[config.mk]
export PLATFORM = sky130hd
export DESIGN_NAME = strobe_decoder
export DESIGN_NICKNAME = d
export VERILOG_FILES = /design/src/rtl/strobe_decoder.sv
export SDC_FILE = /design/constraint.sdc
export NUM_CORES = 1
export LEC_CHECK = 0
export ABC_CLOCK_PERIOD_IN_PS = 1600
export BUFFER_PORTS_ARGS = -buffer_cell sky130_fd_sc_hd__buf_2
export CAP_MARGIN = 30
export CELL_PAD_IN_SITES_DETAIL_PLACEMENT = 1
export CELL_PAD_IN_SITES_GLOBAL_PLACEMENT = 1
export CORE_AREA = 8 8 45 47
export CTS_BUF_LIST = sky130_fd_sc_hd__clkbuf_4 sky130_fd_sc_hd__clkbuf_8
export DETAILED_ROUTE_END_ITERATION = 6
export DIE_AREA = 0 0 53 55
export PLACE_DENSITY_LB_ADDON = 0.1
export SYNTH_ARGS = -nofsm -noshare
export SYNTH_HDL_FRONTEND = slang
export SYNTH_SLANG_ARGS = --single-unit
[constraint.sdc]
create_clock -name clk -period 1.6 [get_ports clk]
set_input_delay 0 -clock clk [delete_from_list [all_inputs] [get_ports clk]]
set_output_delay 0 -clock clk [all_outputs]
set_load 0.005 [all_outputs]
[src/rtl/strobe_decoder.sv]
module strobe_decoder #(
  parameter int ADDR_W = 4,
  localparam int OUT_N = 1 << ADDR_W
) (
  input  logic              clk,
  input  logic              rst,
  input  logic              strobe,
  input  logic [ADDR_W-1:0] data,
  input  logic              inhibit,
  output logic [OUT_N-1:0]  sel_n
);

  logic [ADDR_W-1:0] addr_q;
  logic [OUT_N-1:0]  onehot;

  always_ff @(posedge clk) begin
    if (rst)         addr_q <= '0;
    else if (strobe) addr_q <= data;
  end

  always_comb begin
    onehot = '0;
    onehot[addr_q] = 1'b1;
  end

  assign sel_n = inhibit ? '1 : ~onehot;

  a_r1_load: assert property (@(posedge clk) disable iff (rst)
    strobe |=> (inhibit || sel_n == ~(OUT_N'(1) << $past(data))));

  a_r2_hold: assert property (@(posedge clk) disable iff (rst)
    (!strobe && !inhibit) |=> (inhibit || $stable(sel_n)));

  a_r4_inhibit: assert property (@(posedge clk) inhibit |-> (&sel_n));

  a_r6_onecold: assert property (@(posedge clk) disable iff (rst)
    !inhibit |-> ($countones(~sel_n) == 1));

  a_r7_reset: assert property (@(posedge clk)
    rst |=> (inhibit || sel_n == ~OUT_N'(1)));

endmodule

==> reports/results.tsv <==
metric	value	unit
reg2reg path depth	2	
Setup CP Type	flip-flop to output pin	
share of cells above drive strength 1	0.492	
clock power share	0.421	
min-delay src	data[2]	
status	completed	
Post-CTS Setup Bufs	0	
Psw	0.0000757	W
post-synthesis cell type count	10	
Mapped Cells	36	
Hold Slack	0.00780	ns
power share of the combinational group	0.181	
Num CTS Buffers	3	
area of the die	2920	um2
initial DRC count	5	
flip-flop count of the largest register after layout	4	
Period minus WS final	1.22	ns
Ports	24	
CTS H-tree lvls	1	
total global routing overflow	0	
DR pass1 iterations	4	
max cap viols	0	
post-CTS sizing	0	
Biggest register	addr_q	
RSZ-0062 raised after global routing	false	
number of global-route vias before repair	346	
utilization after layout	0.320	
pre-CTS WS	0.607	ns
Die Y	55	um
commonest non-fill, non-tap cell in the layout	buf_2	
Placer Congestion	0.651	
initial antenna violation count	0	
Req. time, crit path	1.60	ns
WL per Instance	12.1	um
syn_nets	44	
crit start category	flip-flop	
commonest cells after routing, fill and taps aside	buf_2, nand2_1, nor2_1	
Reg2Reg Setup Slack	0.89	ns
synthesis-stage register bit count	4	
All-Layer GR Usage	0.0732	
Avg Cell Area, Syn	7.51	um2
Fin Setup TNS	0	ns
CP Data Arrival Time	1.22	ns
Worst setup startpoint	addr_q[0]	
final setup fails	0	
pwr/cell area	662	nW/um2
CTS Root Cell	clkbuf_4	
post-synthesis sequential area ratio	0.296	
switching part of the total	0.258	
largest net degree at the start of global routing	9	
final antenna-violating net count	0	
internal power	0.000218	W
Worst VDD drop	337	uV
TritonCTS clock tree	yes	
Post-Route WL	956	um
net total in the final layout	73	
clk_lat worst skew	0.23	ns
clk buf depth	2	
end point of the critical path	sel_n[11]	
kind of end point of the critical path	output pin	
Ys Warns	0	
fmax	818	MHz
routed vias	341	
Rel. slew slack	0.787	
vias per inst	4.32	
Crit Path Max Fanout	5	
Clock Sinks	4	
detailed-placement wirelength estimate	806	um
FP Rows	14	
overall power	0.000293	W
Clk pin slew, worst setup/hold paths	0.04	ns
Slew Limit Fails	0	
fin crit share	0.764	
first-pass GRT wire length	1.52	mm
Lkg Pwr	0.184	nW
Seq pwr share	0.397	
residual DRC count	0	
Largest regs	addr_q x4	
Die Wd	53	um
Final Skew	0	ns
Starting Density	0.195	
total core area	1380	um2
ant diodes	0	
Hold Fails Final Rpt	0	
Least-Margin Pin Slew	0.318	ns
setup ws final	0.377	ns
worst min path class	input port to flip-flop	
Port Buffers	23	
Syn Std Cell Area	270	um2
Area Growth Syn to Fin	63.9	%
reg2reg start	addr_q[1]	
reg-to-reg endpoint	addr_q[1]	
-- how the worst min path moves through the flow --
stage,to,slack (ns),cells after the start
floorplan,addr_q[0],0.07,1
global placement,addr_q[2],0.22,2
detailed placement,addr_q[3],0.22,2
CTS,addr_q[2],0.001,3
global route,addr_q[2],0.02,3
finish,addr_q[2],0.008,3
-- metal layers --
| metal | global-route usage | vias up | wire length, um |
|---|---|---|---|
| li1 | - | 174 | - |
| met1 | 0.0714 | 148 | 409 |
| met2 | 0.115 | 19 | 403 |
| met3 | 0.0428 | 0 | 144 |
| met4 | 0.0517 | 0 | 0 |
| met5 | 0 | - | 0 |
-- cell families (layout without fill, tap and decap cells) --
kind of cell / count (synthesis) / in the layout / share of synthesized area
buffers and inverters: 1 / 28 / 0.0185
muxes: 4 / 4 / 0.148
DFF: 4 / 4 / 0.296
and+or+nand+nor: 27 / 27 / 0.537
-- final cells by class --
type,count,area (um2)
Clock buffer,3,22.5
Fill cell,190,941
Multi-Input combinational cell,31,185
Sequential cell,4,80.1
Tap cell,16,20.0
Timing Repair Buffer,25,135
-- critical path, stage by stage (launching register included) --
cell	delay, ns
dfxtp_1	0.40
nor3b_2	0.34
nand3_1	0.11
buf_2	0.14
-- metrics by stage --
step                cell area [um2]  cells
floorplan                       270     36
global placement                400     74
detailed placement              400     74
CTS                             443     79
global route                    443     79
finish                          443     79
-- synthesized netlist by cell type --
library cell / number / area share
dfxtp_1: 4 / 0.30
nand2_1: 12 / 0.17
nor3b_2: 2 / 0.093
clkbuf_2: 1 / 0.019
and3b_1: 1 / 0.032
nor3_2: 1 / 0.037
nor2_1: 5 / 0.069
nand3_1: 4 / 0.074
nor2b_2: 2 / 0.065
mux2i_1: 4 / 0.15
-- what timing repair did --
action | in CTS | in global routing
setup endpoints to repair | 0 | 0
endpoints found under the hold margin | 4 | 0
hold buffers | 2 | 0
-- power groups by stage --
stage / clock [W] / sequential (W) / combinational (W)
floorplan: 0 / 0.000116 / 0.0000288
detailed placement: 0 / 0.000118 / 0.0000503
CTS: 0.000132 / 0.000117 / 0.0000540
global route: 0.000139 / 0.000119 / 0.0000593
finish: 0.000124 / 0.000117 / 0.0000531
global placement: 0 / 0.000118 / 0.0000508
Note: power is estimated with default switching activity, not from simulation.
